--- config.mk ---
export PLATFORM = sky130hd
export DESIGN_NAME = sdram_cmd_frontend
export DESIGN_NICKNAME = d
export VERILOG_FILES = /design/src/rtl/sdram_fe_pkg.sv /design/src/rtl/sdram_cmd_decode.sv /design/src/rtl/sdram_cke_ctrl.sv /design/src/rtl/sdram_bank_tracker.sv /design/src/rtl/sdram_cmd_frontend.sv
export SDC_FILE = /design/constraint.sdc
export NUM_CORES = 1
export LEC_CHECK = 0
export BUFFER_PORTS_ARGS = -buffer_cell sky130_fd_sc_hd__buf_2
export CAP_MARGIN = 20
export CORE_MARGIN = 1.5
export CORE_UTILIZATION = 44
export CTS_CLUSTER_SIZE = 30
export DETAILED_ROUTE_END_ITERATION = 6
export PLACE_DENSITY = 0.74
export SYNTH_ARGS = -nofsm -noshare
export SYNTH_HDL_FRONTEND = slang
export SYNTH_SLANG_ARGS = --single-unit
--- constraint.sdc ---
create_clock -name clk_i -period 1.8 [get_ports clk_i]
set_clock_uncertainty 0.2 [all_clocks]
set_input_delay 0.27 -clock clk_i [delete_from_list [all_inputs] [get_ports clk_i]]
set_output_delay 0.27 -clock clk_i [all_outputs]
set_load 0.02 [all_outputs]
--- src/rtl/sdram_fe_pkg.sv ---
package sdram_fe_pkg;
  typedef enum logic [2:0] {
    CMD_NOP    = 3'd0,
    CMD_DESEL  = 3'd1,
    CMD_ACT    = 3'd2,
    CMD_RD     = 3'd3,
    CMD_WR     = 3'd4,
    CMD_PRE    = 3'd5,
    CMD_REF    = 3'd6,
    CMD_MRS    = 3'd7
  } cmd_e;
endpackage

--- src/rtl/sdram_cmd_decode.sv ---
module sdram_cmd_decode
  import sdram_fe_pkg::*;
(
  input  logic cs_ni,
  input  logic ras_ni,
  input  logic cas_ni,
  input  logic we_ni,
  output cmd_e cmd_o
);
  always_comb begin
    if (cs_ni) cmd_o = CMD_DESEL;
    else begin
      unique case ({ras_ni, cas_ni, we_ni})
        3'b011:  cmd_o = CMD_ACT;
        3'b101:  cmd_o = CMD_RD;
        3'b100:  cmd_o = CMD_WR;
        3'b010:  cmd_o = CMD_PRE;
        3'b001:  cmd_o = CMD_REF;
        3'b000:  cmd_o = CMD_MRS;
        default: cmd_o = CMD_NOP;
      endcase
    end
  end
endmodule

--- src/rtl/sdram_cke_ctrl.sv ---
module sdram_cke_ctrl (
  input  logic clk_i,
  input  logic rst_ni,
  input  logic cke_i,
  input  logic all_idle_nxt_i,
  output logic acc_o,
  output logic pwr_down_o
);
  logic cke_q, pd_q;

  // exit on the same edge CKE is seen high; first low edge still executes
  assign acc_o      = cke_i | cke_q;
  assign pwr_down_o = pd_q;

  always_ff @(posedge clk_i or negedge rst_ni) begin
    if (!rst_ni) begin
      cke_q <= 1'b0;
      pd_q  <= 1'b0;
    end else begin
      cke_q <= cke_i;
      if (cke_i)      pd_q <= 1'b0;
      else if (acc_o) pd_q <= all_idle_nxt_i;
    end
  end

  p_pd_exit_r9: assert property (@(posedge clk_i) disable iff (!rst_ni)
    cke_i |=> !pwr_down_o);
  p_pd_from_low_r9: assert property (@(posedge clk_i) disable iff (!rst_ni)
    $rose(pwr_down_o) |-> $past(!cke_i));
endmodule

--- src/rtl/sdram_bank_tracker.sv ---
module sdram_bank_tracker
  import sdram_fe_pkg::*;
#(
  parameter int NUM_BANKS = 4,
  parameter int BANK_W    = $clog2(NUM_BANKS)
) (
  input  logic                 clk_i,
  input  logic                 rst_ni,
  input  logic                 acc_i,
  input  cmd_e                 cmd_i,
  input  logic [BANK_W-1:0]    bank_i,
  input  logic                 all_i,
  output logic [NUM_BANKS-1:0] active_o,
  output logic                 all_idle_nxt_o
);
  logic [NUM_BANKS-1:0] active_q, active_d;

  for (genvar b = 0; b < NUM_BANKS; b++) begin : g_bank
    logic sel;
    assign sel = (bank_i == BANK_W'(b));
    always_comb begin
      active_d[b] = active_q[b];
      if (acc_i) begin
        if (cmd_i == CMD_ACT && sel)                 active_d[b] = 1'b1;
        else if (cmd_i == CMD_PRE && (sel || all_i)) active_d[b] = 1'b0;
      end
    end
    always_ff @(posedge clk_i or negedge rst_ni) begin
      if (!rst_ni) active_q[b] <= 1'b0;
      else         active_q[b] <= active_d[b];
    end
  end

  assign active_o       = active_q;
  assign all_idle_nxt_o = (active_d == '0);

  p_act_sets_r4: assert property (@(posedge clk_i) disable iff (!rst_ni)
    (acc_i && cmd_i == CMD_ACT) |=> active_q[$past(bank_i)]);
  p_pre_all_r5: assert property (@(posedge clk_i) disable iff (!rst_ni)
    (acc_i && cmd_i == CMD_PRE && all_i) |=> (active_q == '0));
  p_frozen_banks_r10: assert property (@(posedge clk_i) disable iff (!rst_ni)
    !acc_i |=> $stable(active_q));
endmodule

--- src/rtl/sdram_cmd_frontend.sv ---
module sdram_cmd_frontend
  import sdram_fe_pkg::*;
#(
  parameter int NUM_BANKS = 4,
  parameter int ROW_W     = 12,
  parameter int COL_W     = 8,
  parameter int AP_BIT    = 10,
  localparam int BANK_W   = $clog2(NUM_BANKS),
  localparam int MODE_W   = BANK_W + ROW_W
) (
  input  logic                 clk_i,
  input  logic                 rst_ni,
  input  logic                 cke_i,
  input  logic                 cs_ni,
  input  logic                 ras_ni,
  input  logic                 cas_ni,
  input  logic                 we_ni,
  input  logic [BANK_W-1:0]    bank_i,
  input  logic [ROW_W-1:0]     addr_i,
  output logic                 clk_en_o,
  output logic                 pwr_down_o,
  output logic [2:0]           cmd_o,
  output logic [NUM_BANKS-1:0] bank_active_o,
  output logic [BANK_W-1:0]    cmd_bank_o,
  output logic [ROW_W-1:0]     row_o,
  output logic [COL_W-1:0]     col_o,
  output logic [MODE_W-1:0]    mode_o
);
  cmd_e cmd_dec, cmd_q;
  logic acc, all_idle_nxt;
  logic [BANK_W-1:0] bank_q;
  logic [ROW_W-1:0]  row_q;
  logic [COL_W-1:0]  col_q;
  logic [MODE_W-1:0] mode_q;

  sdram_cmd_decode u_dec (
    .cs_ni(cs_ni), .ras_ni(ras_ni), .cas_ni(cas_ni), .we_ni(we_ni), .cmd_o(cmd_dec)
  );

  sdram_cke_ctrl u_cke (
    .clk_i(clk_i), .rst_ni(rst_ni), .cke_i(cke_i),
    .all_idle_nxt_i(all_idle_nxt), .acc_o(acc), .pwr_down_o(pwr_down_o)
  );

  sdram_bank_tracker #(.NUM_BANKS(NUM_BANKS), .BANK_W(BANK_W)) u_banks (
    .clk_i(clk_i), .rst_ni(rst_ni), .acc_i(acc), .cmd_i(cmd_dec), .bank_i(bank_i),
    .all_i(addr_i[AP_BIT]), .active_o(bank_active_o), .all_idle_nxt_o(all_idle_nxt)
  );

  always_ff @(posedge clk_i or negedge rst_ni) begin
    if (!rst_ni) begin
      cmd_q  <= CMD_NOP;
      bank_q <= '0;
      row_q  <= '0;
      col_q  <= '0;
      mode_q <= '0;
    end else if (acc) begin
      cmd_q <= cmd_dec;
      unique case (cmd_dec)
        CMD_ACT: begin
          row_q  <= addr_i;
          bank_q <= bank_i;
        end
        CMD_RD, CMD_WR: begin
          col_q  <= addr_i[COL_W-1:0];
          bank_q <= bank_i;
        end
        CMD_PRE: bank_q <= bank_i;
        CMD_MRS: begin
          mode_q <= {bank_i, addr_i};
          bank_q <= bank_i;
        end
        default: ;
      endcase
    end
  end

  assign clk_en_o   = acc;
  assign cmd_o      = cmd_q;
  assign cmd_bank_o = bank_q;
  assign row_o      = row_q;
  assign col_o      = col_q;
  assign mode_o     = mode_q;

  p_frozen_r10: assert property (@(posedge clk_i) disable iff (!rst_ni)
    !acc |=> ($stable(cmd_q) && $stable(row_q) && $stable(col_q) && $stable(mode_q)
              && $stable(bank_q)));
  p_pd_idle_r9: assert property (@(posedge clk_i) disable iff (!rst_ni)
    pwr_down_o |-> (bank_active_o == '0));
  p_row_r6: assert property (@(posedge clk_i) disable iff (!rst_ni)
    (acc && cmd_dec == CMD_ACT) |=> (row_q == $past(addr_i)));
endmodule

==> summary.txt, run 1 <==
Floorplan
  • Io pins: 66
  • Die Width: 69.07 um
  • Die height: 69.07 um
  • Initial core utilization: 47.00%
  • FP Rows: 23
  • Die Area: 4771 um2
  • Core area: 4086 um2

Power
  • Leak: 0.001313 uW
  • Overall Power: 2805 uW
  • Maximum VDD drop: 773.5 uV
  • PwrDens: 1089 nW/um2

Synth
  • Synth Instances: 168
  • Synthesized net count: 189
  • Post-Syn Area per Cell: 11.43 um2
  • Area of the mapped netlist: 1921 um2
  • Sequential fraction of the synthesis area: 58.63%
  • Flops & latches, synth: 45
  • Syn. warnings: 0
  • Unique masters post-synth: 29

Setup path
  • Crit path from: u_cke.cke_q
  • Buf/Inv on CP: 0
  • Largest delay share family, worst path: compound AO/OA/AOI/OAI gates
  • CP Cell Sequence: o21ba_4 > nand3_4 > o21ai_2 > o31ai_4 > o41ai_2
  • CP Class: register to register
  • Startpoint types: register
  • Worst EP required: 1.79 ns
  • Critical R2R Launch: u_cke.cke_q
  • Max incr delay on CP: 0.41 ns
  • Worst setup EP type: register
  • Worst Path Arrival: 1.68 ns
  • Largest fanout on the critical path: 5
  • CP max-delay cell: dfrtp_1

STA
  • Crit share post-route: 93.61%
  • RSZ-0062 raised after global routing: no
  • Finish-stage setup viols: 0
  • Slew Limit Fails: 0
  • Relative slew slack: 74.80%
  • Fmax: 593.5 MHz
  • Setup TNS: 0 ns
  • Worst slew pin tran: 0.3780 ns
  • Hold slack: 0.002497 ns
  • Final Hold Viols: 0
  • Min Tclk post-route: 1.685 ns

GRT
  • Initial antenna violation count: 0
  • Tot GR Track Use: 18.72%
  • Vias in the first global route: 1566
  • First-pass GRT wire length: 7148 um
  • Largest net degree at the start of global routing: 31
  • GRT overflow: 0

CTS
  • CTS Sinks: 45
  • Setup Fix Bufs, Post-CTS: 0
  • Reg clk slew, reported paths: 0.08 ns
  • Clock root cell: clkbuf_8
  • TritonCTS clock tree: built
  • Clk buf depth: 2
  • Clock latency on the worst-skew pair: 0.29 ns
  • CTS buffer count: 5
  • H-tree levels: 2

Finish
  • Nets: 274
  • Commonest non-fill, non-tap cell in the layout: buf_2
  • Utilization after layout: 63.01%
  • Diodes inserted: 0
  • Area Overhead vs Synth: 34.07%
  • Commonest cells after routing, fill and taps aside: buf_2 (65), nand2_1 (45), dfrtp_1 (45), mux2_2 (20), dlygate4sd3_1 (11)
  • Layout cells sized above 1: 44.49%

Place
  • Post-DP HPWL: 3087 um
  • RePlAce Congestion: 0.8126
  • PortBufs: 65

Route
  • Total length of routed wires: 4249 um
  • Vias per cell: 4.961
  • Post-DRT Antenna Nets: 0
  • WL/cell: 13.98 um
  • Detailed router's first-iteration violation count: 113
  • # DRC: 0
  • Routed vias: 1508
  • Pre-Repair DR Iteration Count: 4

Hold path
  • Worst min-delay path class: input pin to register
  • Start point of the worst hold path: addr_i[11]

Run
  • Max-cap viol count: 0

Status
  • Status: completed
-- flip-flops by register name, indices dropped and copies added (netlist names) --
| name | cells |
|---|---|
| cmd_bank_o | 2 |
| cmd_o | 3 |
| col_o | 8 |
| mode_o | 14 |
| row_o | 12 |
| u_banks.active_o | 4 |
| u_cke.cke_q | 1 |
| u_cke.pwr_down_o | 1 |
-- worst reg2reg max path: stages, from the launching register on --
cell and delay [ns]:
dfrtp_1 0.41, o21ba_4 0.23, nand3_4 0.11, o21ai_2 0.19, o31ai_4 0.10, o41ai_2 0.35
-- report_power, final --
part | switching (uW) | internal, uW
Clock | 357 | 280
Combinational | 514 | 337
Sequential | 103 | 1210
-- worst paths after layout --
kind                                    end  depth (start not counted)  slack [ns]
setup / recovery           u_cke.pwr_down_o                          5        0.11
hold / removal                    row_o[11]                          3       0.002
setup reg to reg           u_cke.pwr_down_o                          5        0.11
hold reg to reg                    cmd_o[2]                          2        0.26
max in group asynchronous         mode_o[6]                          3        0.71
min in group asynchronous          cmd_o[2]                          2        0.22
-- cells by family after synthesis --
logic type | after synthesis | synth area share, %
compound gates | 29 | 10.81
buf+inv | 12 | 3.843
mux | 20 | 11.73
flops | 45 | 58.63
simple gates | 62 | 14.98
-- Yosys cell counts --
master,instances,area (um2)
o21ba_1,1,10.01
or2_2,1,6.260
or2_1,1,6.260
o311ai_0,2,17.52
a21oi_1,6,30.03
nand3b_2,1,11.26
o21ai_0,9,45.04
buf_6,3,33.78
o31ai_4,1,21.27
nand3_4,1,17.52
nand2_1,45,168.9
nand2_4,1,11.26
dfrtp_1,45,1126
o41ai_2,1,16.27
o211ai_1,1,7.510
inv_1,4,15.01
nor4_1,1,6.260
o22ai_1,2,12.51
o21a_1,2,15.01
nor2_2,1,6.260
nor2_1,3,11.26
nor3_1,1,5.000
nand2b_1,4,25.02
o21ai_2,1,8.760
o22a_1,1,8.760
buf_2,5,25.02
mux2_2,20,225.2
and3_1,2,12.51
o31ai_1,2,15.01
-- timing repair --
action | in CTS | in global routing
pin swaps | 0 | 0
hold buffers | 11 | 0
setup endpoints to repair | 1 | 1
hold endpoints to repair | 25 | 0
resized for setup | 1 | 4
-- layer usage --
metal	global-route usage, %	vias to the layer above	part of all wire, %
li1	-	739	-
met2	33.01	41	51
met5	0	-	0
met3	4.971	4	4.4
met4	5.882	0	0.87
met1	22.13	724	44
-- through the flow --
stage	instance area (um2)	instances	setup slack, ns
finish	2575	304	0.1150
global route	2575	304	0.01990
CTS	2566	304	0.01961
detailed placement	2362	285	-0.06525
global placement	2362	285	-0.007120
floorplan	1921	168	0.09461
-- cell type report --
| cell class | count | area, um2 |
|---|---|---|
| multi-input cells | 111 | 729.5 |
| well taps | 50 | 62.56 |
| flip-flops and latches | 45 | 1126 |
| clock buffers | 5 | 68.82 |
| clock inverters | 3 | 25.02 |
| fillers | 346 | 1511 |
| inverters | 4 | 15.01 |
| repair buffers | 86 | 548.0 |
(Power assumes the default switching activity.)
==> run 2: changes to the inputs <==
- HOLD_SLACK_MARGIN: unset -> 0.03
==> run 2 against run 1 <==
Critical path depth unchanged. Wire length is 0.40% higher. Clock power is essentially flat.
==> summary.txt, run 2 (synthesized netlist as in run 1, its figures left out) <==
Status
  • Status: completed

Finish
  • Layout cells sized above 1: 44.14%
  • Multi-input logic area: 729.5 um2
  • Fillers: 343
  • Commonest cells after routing, fill and taps aside: buf_2 (65), nand2_1 (45), dfrtp_1 (45), mux2_2 (20), dlygate4sd3_1 (13)
  • Diodes inserted: 0
  • Max reg flops: 14
  • Nets: 276
  • Area Overhead vs Synth: 35.11%
  • Storage cell area: 1126 um2
  • Commonest non-fill, non-tap cell in the layout: buf_2
  • Utilization after layout: 63.50%

GRT
  • GRT overflow: 0
  • Tot GR Track Use: 18.84%
  • Vias in the first global route: 1583
  • First-pass GRT wire length: 7210 um
  • Largest net degree at the start of global routing: 31
  • Initial antenna violation count: 0

STA
  • Fin worst setup slack: 0.1147 ns
  • Min Tclk post-route: 1.685 ns
  • Relative slew slack: 74.68%
  • Setup TNS: 0 ns
  • Slew Limit Fails: 0
  • Final Hold Viols: 0
  • Crit share post-route: 93.63%
  • Worst slew pin tran: 0.3798 ns
  • RSZ-0062 raised after global routing: no
  • Fmax: 593.4 MHz
  • Hold slack: 0.03723 ns
  • Finish-stage setup viols: 0

Setup path
  • Worst EP required: 1.79 ns
  • CP Cell Sequence: o21ba_4 > nand3_4 > o21ai_2 > o31ai_4 > o41ai_2
  • Startpoint types: register
  • Largest fanout on the critical path: 5
  • CP max-delay cell: dfrtp_1
  • Max incr delay on CP: 0.41 ns
  • Worst Path Arrival: 1.67 ns
  • CP Class: register to register
  • Worst setup EP type: register

Floorplan
  • Io pins: 66
  • FP Rows: 23
  • Die height: 69.07 um
  • Die Width: 69.07 um
  • Initial core utilization: 47.00%
  • Die Area: 4771 um2
  • Core area: 4086 um2

CTS
  • H-tree levels: 2
  • TritonCTS clock tree: built
  • Clk buf depth: 2
  • CTS Sinks: 45
  • Clock latency on the worst-skew pair: 0.29 ns
  • Reg clk slew, reported paths: 0.08 ns
  • CTS buffer count: 5
  • Clock root cell: clkbuf_8

Power
  • Leak: 0.001321 uW
  • Maximum VDD drop: 774.2 uV
  • PwrDens: 1082 nW/um2
  • Overall Power: 2808 uW

Route
  • # DRC: 0
  • Pre-Repair DR Iteration Count: 4
  • WL/cell: 13.94 um
  • Post-DRT Antenna Nets: 0
  • Total length of routed wires: 4266 um
  • Detailed router's first-iteration violation count: 87
  • Routed vias: 1525
  • Vias per cell: 4.984

Hold path
  • Worst min-delay path class: input pin to register

Place
  • Dpl ws: -0.06525 ns
  • Post-DP HPWL: 3087 um
  • PortBufs: 65
  • RePlAce Congestion: 0.8126

Run
  • Max-cap viol count: 0
-- run 2: cell count changes in the layout (fill, tap and decap cells not counted), sizes merged --
cell,delta
dlygate4sd3,+2
-- run 2: layout make-up --
class | count | area share (%)
Clock buffer | 5 | 2.652
Clock inverter | 3 | 0.9643
Inverter | 4 | 0.5786
Multi-Input combinational cell | 111 | 28.11
Sequential cell | 45 | 43.39
Tap cell | 50 | 2.411
Timing Repair Buffer | 88 | 21.89
-- run 2: through the flow --
step                      cell area [um2]  std cells
after floorplan                      1921        168
after global placement               2362        285
after detailed placement             2362        285
after CTS                            2586        306
after global routing                 2595        306
final                                2595        306
-- run 2: metal layers --
metal	GRT usage [%]	part of all wire, %	up-vias
met5	0	0	-
met4	5.882	0.87	0
met3	4.971	4.6	4
met2	33.23	51	45
met1	22.32	44	732
li1	-	-	744
-- run 2: worst max-delay path, delay by kind of cell, from the launching register on --
kind	cells	cell delay, ns
flip-flops	1	0.41
AND/OR/NAND/NOR	1	0.11
AO/OA/AOI/OAI	4	0.87
-- run 2: path summary, 6_finish.rpt --
path	start	to	slack, ns	depth (start not counted)
worst min register to register	cmd_o[2]	cmd_o[2]	0.26	2
worst min-delay path	addr_i[10]	row_o[10]	0.04	3
min in group asynchronous	rst_ni	cmd_o[2]	0.22	2
max in group asynchronous	rst_ni	mode_o[6]	0.71	3
worst max-delay path	u_cke.cke_q	u_cke.pwr_down_o	0.11	5
worst max register to register	u_cke.cke_q	u_cke.pwr_down_o	0.11	5
-- run 2: power breakdown --
| part | switching [uW] | internal (uW) |
|---|---|---|
| sequential | 103 | 1210 |
| combinational | 514 | 340 |
| clock | 357 | 280 |
-- run 2: what timing repair did --
action / CTS / global route
hold buffers: 13 / 0
endpoints found under the setup margin: 1 / 1
hold endpoints to repair: 66 / 0
setup buffers: 0 / 0
resized for setup: 1 / 4
